## src/rtl/trig_veto_pkg.sv

```systemverilog
package trig_veto_pkg;
   typedef enum logic {
      SMP_SHORT = 1'b0,
      SMP_LONG  = 1'b1
   } smp_mode_e;

   function automatic int samples_for(smp_mode_e m, int short_n, int long_n);
      return (m == SMP_LONG) ? long_n : short_n;
   endfunction
endpackage

```

## src/rtl/tv_spacing_guard.sv

```systemverilog
module tv_spacing_guard #(
   parameter int SHORT_GAP = 3,
   parameter int LONG_GAP  = 6
) (
   input  logic clk,
   input  logic rst_n,
   input  logic trig_i,
   input  logic long_i,
   input  logic blocked_i,
   output logic accept_o,
   output logic reject_o
);
   import trig_veto_pkg::*;
   localparam int HW = (LONG_GAP > 2) ? $clog2(LONG_GAP) : 1;

   generate
      if (SHORT_GAP < 2 || LONG_GAP < SHORT_GAP) begin : g_bad_gap
         $error("spacing guard: gaps must satisfy 2 <= SHORT_GAP <= LONG_GAP");
      end
   endgenerate

   logic [HW-1:0] hold_q;
   logic          window;

   assign window   = (hold_q != '0);
   assign accept_o = trig_i & ~window & ~blocked_i;
   assign reject_o = trig_i & ~accept_o;

   always_ff @(posedge clk) begin
      if (!rst_n) begin
         hold_q <= '0;
      end else if (accept_o) begin
         hold_q <= HW'(samples_for(smp_mode_e'(long_i), SHORT_GAP, LONG_GAP) - 1);
      end else if (window) begin
         hold_q <= hold_q - 1'b1;
      end
   end

   // two accepts never fall on adjacent edges
   p_gap_r5: assert property (@(posedge clk) disable iff (!rst_n)
      accept_o |=> !accept_o);
endmodule

```

## src/rtl/tv_drain_timer.sv

```systemverilog
module tv_drain_timer #(
   parameter int DRAIN_CLKS = 140
) (
   input  logic clk,
   input  logic rst_n,
   input  logic active_i,
   output logic drain_o
);
   localparam int TW = $clog2(DRAIN_CLKS);

   generate
      if (DRAIN_CLKS < 2) begin : g_bad_drain
         $error("drain timer: DRAIN_CLKS must be at least 2");
      end
   endgenerate

   logic [TW-1:0] tick_q;

   assign drain_o = active_i && (tick_q == TW'(DRAIN_CLKS - 1));

   always_ff @(posedge clk) begin
      if (!rst_n || !active_i || drain_o) begin
         tick_q <= '0;
      end else begin
         tick_q <= tick_q + 1'b1;
      end
   end

   // timer sits at zero whenever the model is empty
   p_idle_hold_r3: assert property (@(posedge clk) disable iff (!rst_n)
      !active_i |=> tick_q == '0);
endmodule

```

## src/rtl/tv_occupancy.sv

```systemverilog
module tv_occupancy #(
   parameter int DEPTH      = 32,
   parameter int VETO_LEVEL = 26,
   parameter int SHORT_ADD  = 3,
   parameter int LONG_ADD   = 6
) (
   input  logic                         clk,
   input  logic                         rst_n,
   input  logic                         acc_i,
   input  logic                         long_i,
   input  logic                         drain_i,
   input  logic                         err_clr_i,
   output logic [$clog2(DEPTH+1)-1:0]   occ_o,
   output logic                         veto_o,
   output logic                         ovf_o
);
   import trig_veto_pkg::*;
   localparam int OW = $clog2(DEPTH + 1);

   generate
      if (VETO_LEVEL < 1 || VETO_LEVEL > DEPTH) begin : g_bad_level
         $error("occupancy: VETO_LEVEL must lie in 1..DEPTH");
      end
      if (LONG_ADD > DEPTH || SHORT_ADD < 1) begin : g_bad_add
         $error("occupancy: sample adds must lie in 1..DEPTH");
      end
   endgenerate

   logic [OW-1:0] occ_q;
   logic [OW:0]   add_w;
   logic [OW:0]   sum_w;
   logic          over_w;
   logic          ovf_q;

   always_comb begin
      add_w  = acc_i ? (OW+1)'(samples_for(smp_mode_e'(long_i), SHORT_ADD, LONG_ADD)) : '0;
      sum_w  = {1'b0, occ_q} + add_w - {{OW{1'b0}}, drain_i};
      over_w = (sum_w > (OW+1)'(DEPTH));
   end

   always_ff @(posedge clk) begin
      if (!rst_n) begin
         occ_q <= '0;
         ovf_q <= 1'b0;
      end else begin
         occ_q <= over_w ? OW'(DEPTH) : sum_w[OW-1:0];
         if (over_w)         ovf_q <= 1'b1;
         else if (err_clr_i) ovf_q <= 1'b0;
      end
   end

   assign occ_o  = occ_q;
   assign veto_o = (occ_q >= OW'(VETO_LEVEL));
   assign ovf_o  = ovf_q;

   // model stays within the buffer depth
   p_occ_cap_r8: assert property (@(posedge clk) disable iff (!rst_n)
      occ_q <= OW'(DEPTH));
   // without an accept the model never grows
   p_no_rise_r6: assert property (@(posedge clk) disable iff (!rst_n)
      !acc_i |=> occ_q <= $past(occ_q));
   // a drain only arrives while samples are held
   p_drain_fill_r3: assert property (@(posedge clk) disable iff (!rst_n)
      drain_i |-> occ_q != '0);
   // error flag holds until cleared
   p_err_sticky_r8: assert property (@(posedge clk) disable iff (!rst_n)
      ovf_q && !err_clr_i |=> ovf_q);
endmodule

```

## src/rtl/tv_reject_counter.sv

```systemverilog
module tv_reject_counter #(
   parameter int  CW       = 16,
   parameter bit  SATURATE = 1'b1
) (
   input  logic          clk,
   input  logic          rst_n,
   input  logic          rej_i,
   output logic [CW-1:0] cnt_o
);
   logic [CW-1:0] cnt_q;
   logic          bump;

   generate
      if (SATURATE) begin : g_sat
         assign bump = rej_i && (cnt_q != '1);
      end else begin : g_wrap
         assign bump = rej_i;
      end
   endgenerate

   always_ff @(posedge clk) begin
      if (!rst_n)    cnt_q <= '0;
      else if (bump) cnt_q <= cnt_q + 1'b1;
   end

   assign cnt_o = cnt_q;

   // the count only moves on a rejected trigger
   p_rej_hold_r6: assert property (@(posedge clk) disable iff (!rst_n)
      !rej_i |=> $stable(cnt_q));
endmodule

```

## src/rtl/trig_fifo_veto.sv

```systemverilog
module trig_fifo_veto #(
   parameter int DEPTH      = 32,
   parameter int VETO_LEVEL = 26,
   parameter int DRAIN_CLKS = 140,
   parameter int SHORT_SMP  = 3,
   parameter int LONG_SMP   = 6,
   parameter int REJ_W      = 16,
   parameter bit REJ_SAT    = 1'b1,
   localparam int OW        = $clog2(DEPTH + 1)
) (
   input  logic             clk,
   input  logic             rst_n,
   input  logic             trig_i,
   input  logic             long_mode_i,
   input  logic             err_clr_i,
   output logic             veto_o,
   output logic [OW-1:0]    occ_o,
   output logic [REJ_W-1:0] rej_cnt_o,
   output logic             ovf_err_o
);
   logic accept_w, reject_w, drain_w, veto_w;
   logic [OW-1:0] occ_w;

   tv_spacing_guard #(.SHORT_GAP(SHORT_SMP), .LONG_GAP(LONG_SMP)) u_guard (
      .clk(clk), .rst_n(rst_n), .trig_i(trig_i), .long_i(long_mode_i),
      .blocked_i(veto_w), .accept_o(accept_w), .reject_o(reject_w));

   tv_drain_timer #(.DRAIN_CLKS(DRAIN_CLKS)) u_drain (
      .clk(clk), .rst_n(rst_n), .active_i(occ_w != '0), .drain_o(drain_w));

   tv_occupancy #(.DEPTH(DEPTH), .VETO_LEVEL(VETO_LEVEL),
                  .SHORT_ADD(SHORT_SMP), .LONG_ADD(LONG_SMP)) u_occ (
      .clk(clk), .rst_n(rst_n), .acc_i(accept_w), .long_i(long_mode_i),
      .drain_i(drain_w), .err_clr_i(err_clr_i), .occ_o(occ_w),
      .veto_o(veto_w), .ovf_o(ovf_err_o));

   tv_reject_counter #(.CW(REJ_W), .SATURATE(REJ_SAT)) u_rej (
      .clk(clk), .rst_n(rst_n), .rej_i(reject_w), .cnt_o(rej_cnt_o));

   assign veto_o = veto_w;
   assign occ_o  = occ_w;

   // no trigger gets through while busy is shown
   p_veto_blocks_r4: assert property (@(posedge clk) disable iff (!rst_n)
      veto_w && trig_i |-> reject_w);
endmodule

```

## config.mk

```make
export PLATFORM = sky130hd
export DESIGN_NAME = trig_fifo_veto
export DESIGN_NICKNAME = d
export VERILOG_FILES = /design/src/rtl/trig_veto_pkg.sv /design/src/rtl/tv_spacing_guard.sv /design/src/rtl/tv_drain_timer.sv /design/src/rtl/tv_occupancy.sv /design/src/rtl/tv_reject_counter.sv /design/src/rtl/trig_fifo_veto.sv
export SDC_FILE = /design/constraint.sdc
export NUM_CORES = 1
export LEC_CHECK = 0
export CAP_MARGIN = 5
export CORE_MARGIN = 8
export CORE_UTILIZATION = 40
export CTS_BUF_LIST = sky130_fd_sc_hd__clkbuf_2
export DETAILED_ROUTE_END_ITERATION = 7
export GPL_TIMING_DRIVEN = 0
export PLACE_DENSITY = 0.65
export SLEW_MARGIN = 20
export SYNTH_ARGS = -nofsm -noshare
export SYNTH_HDL_FRONTEND = slang
export SYNTH_SLANG_ARGS = --single-unit
```

## constraint.sdc

```tcl
create_clock -name clk -period 4 [get_ports clk]
set_clock_uncertainty 0.05 [all_clocks]
set_input_delay 0.8 -clock clk [delete_from_list [all_inputs] [get_ports clk]]
set_output_delay 0.8 -clock clk [all_outputs]
set_load 0.005 [all_outputs]
```

==> results.yml <==
setup_path:
  crit_buf_inv: 4
  cp_common_cell: "ha_1"
  crit_path_end_kind: "register"
  regToRegStartpoint: "u_occ.occ_o[5]"
  critical-path-max-stage-delay_ns: 0.48
  cp.required_ns: 4.29
  cp_slowest_cell: "or4_1"
  criticalPathCategory: "reg -> reg"
  critical_path_cell_count: 16
  ff2ff_path_depth: 16
  arrival_ns: 4.10
  cp_max_fo: 10
  crit_start: "u_occ.occ_o[5]"
  cp-start-kind: "register"
  crit_family: "simple AND/OR/NAND/NOR gates"
  crit_path_cell_trace: "inv_1 > ha_1 > and2b_1 > o211ai_2 > and4_4 > buf_6 > clkbuf_4 > nand2_1 > ha_1 > inv_1 > ha_1 > a211oi_2 > nor3b_1 > or4_1 > a31oi_4 > and3_1"
synthesis:
  synth_edf_count: 0
  synth_warnings: 0
  synth_area_per_cell_sq_um: 8.59
  seq_area_frac_synth: 0.337
  synth_top_area_cell: "dfxtp_1"
  async_reset_ff_frac: 0
  synth.net_count: 256
  synth_seq_cells: 34
  synthDominantCellAreaShare: 0.337
  yosysUniqueCellTypes: 42
  synth_ff_type: "dfxtp_1"
  synthTopCellsByArea: "dfxtp_1 (34%), ha_1 (9.3%), o31ai_1 (4.1%)"
  netlist_area_sq_um: 2020
  netlist_instances: 235
die:
  io_pins: 29
  die_w_microns: 87.1
  dieArea_sq_um: 7580
  die_h_microns: 87.1
  start_util: 0.406
  fp.coreArea_sq_um: 4980
  rows: 26
sta:
  max_slew_margin: 0.634
  setup_slack_ns: 0.193
  rsz0062_at_grt: "false"
  fin_crit_ns: 3.81
  slew_violations: 0
  finalCritPeriodShare: 0.952
  finalHoldViolations: 0
  setup_tns_ns: 0
  worstMarginPinSlew_ns: 0.550
  setup_violations: 0
  max_freq_mhz: 263
finish:
  fillers: 511
  drive_gt1_frac: 0.0812
  final-seq-area_sq_um: 684
  final_core_util: 0.498
  layout.nets: 291
  mostFrequentLayoutCell: "dfxtp_1"
  area_growth_pct: 22.7
  antennaDiodeCount: 0
  multi_input_area_sq_um: 1240
  final_cell_mix: "dfxtp_1 (33), clkdlybuf4s50_1 (28), nor2_1 (20)"
global_route:
  globalRouteTotalUtil: 0.136
  overflow: 0
  grt_use_met2: 0.221
  antenna_found_initial: 0
  grt_pass1_wl_mm: 8.25
  busiest_layer: "met2"
  grt_use_met3: 0.0387
  grt_pass1_vias: 1789
  grt_use_met1: 0.165
  grt_max_degree: 11
power_and_ir_drop:
  power_frac_comb: 0.525
  p_sw_w: 0.000553
  p_seq_frac: 0.307
  p_int_w: 0.000809
  ir_drop_mv: 0.364
  p_sw_frac: 0.406
  p_leak_nw: 0.934
  power_density_nw_per_um2: 549
  fin_total_pwr_w: 0.00136
  clkPwrFrac: 0.167
routing:
  wl_per_cell_microns: 14.0
  drt_iter0_drc: 82
  firstDrtPassIters: 4
  drc: 0
  drtAntennaViolNets: 0
  avgViaCountPerCell: 5.30
  route.vias.total: 1806
  drt-total-wl_mm: 4.79
min_path:
  hold_path_depth: 1
  min-delay-start: "u_drain.tick_q[0]"
  hp-class: "reg -> reg"
clocking:
  cts_tree: "yes"
  clock-root-buffer: "clkbuf_2"
  cts_sinks: 34
  clkTransAtPathRegs_ns: 0.18
  ctsLongestPathBuffers: 2
  numCtsBuffers: 5
  clock_latency_ns: 0.38
  cts-htree-levels: 2
  cts_setup_buffers: 0
placed_design:
  gp_congestion: 0.837
  place_hpwl_mm: 3.61
  dp_slack_ns: -0.218
  port_buffers: 28
job:
  cap_violations: 0
status:
  outcome: "complete, no violations"
## final timing paths
| path | end | slack [ns] |
|---|---|---|
| worst min-delay path | u_drain.tick_q[0] | 0.40 |
| worst min register to register | u_drain.tick_q[0] | 0.40 |
| worst max-delay path | u_occ.occ_o[1] | 0.19 |
| worst max register to register | u_occ.occ_o[1] | 0.19 |
## logic make-up (layout without fill, tap and decap cells)
| family | count (synthesis) | after routing | synth area share |
|---|---|---|---|
| AND/OR/NAND/NOR | 107 | 107 | 0.305 |
| AO/OA/AOI/OAI | 40 | 40 | 0.133 |
| flip-flops | 34 | 34 | 0.337 |
| buffers and inverters | 24 | 60 | 0.0582 |
| adder cells (fa/ha/maj) | 16 | 16 | 0.103 |
| XOR/XNOR | 9 | 9 | 0.0390 |
| multiplexers | 5 | 5 | 0.0248 |
## power by group through the flow
stage	clock network, W	registers [W]	logic [W]
floorplan	0	0.000418	0.000485
global placement	0	0.000423	0.000663
detailed placement	0	0.000423	0.000675
CTS	0.000236	0.000416	0.000704
global route	0.000255	0.000425	0.000804
finish	0.000228	0.000419	0.000715
## stage by stage
step | hold WS (ns) | instances | instance area, sq um
2_1_floorplan | 0.363 | 235 | 2020
3_3_place_gp | 0.376 | 333 | 2390
3_5_place_dp | 0.381 | 333 | 2390
4_1_cts | 0.405 | 341 | 2460
5_1_grt | 0.421 | 341 | 2480
6_report | 0.401 | 341 | 2480
## cell type report
class,instances,area share
multi-input combinational,177,0.501
sequential,34,0.276
timing repair buffer,28,0.113
tap,70,0.0353
inverter,17,0.0257
buffer,7,0.0227
clock buffer,7,0.0141
clock inverter,1,0.0121
## synthesized netlist by cell type (4+ instances only)
| cell type | instances |
|---|---|
| nor3b_1 | 5 |
| inv_1 | 17 |
| or3_1 | 4 |
| xor2_1 | 5 |
| a21oi_1 | 13 |
| nand3_1 | 8 |
| o21ai_0 | 4 |
| and3_1 | 10 |
| ha_1 | 15 |
| mux2i_1 | 5 |
| or4_1 | 11 |
| nor2_1 | 20 |
| o31ai_1 | 11 |
| nand2b_1 | 7 |
| nand2_1 | 18 |
| xnor2_1 | 4 |
| dfxtp_1 | 34 |
| nand4_1 | 4 |
## metal layers
layer	vias up	routed length (microns)
met4	0	71
met5	-	0
li1	927	-
met2	34	2160
met1	839	2300
met3	6	252
## sequential cells by signal (all words and copies together), names as in the netlist
signal,count
u_occ.ovf_o,1
u_guard.hold_q,3
u_rej.cnt_o,16
u_drain.tick_q,8
u_occ.occ_o,6
## repair_timing
item	CTS	global route
resized for setup	2	4
pin swaps	0	2
hold buffers	0	0
endpoints found under the setup margin	5	6
No activity file was read; power rests on OpenSTA's default activity.
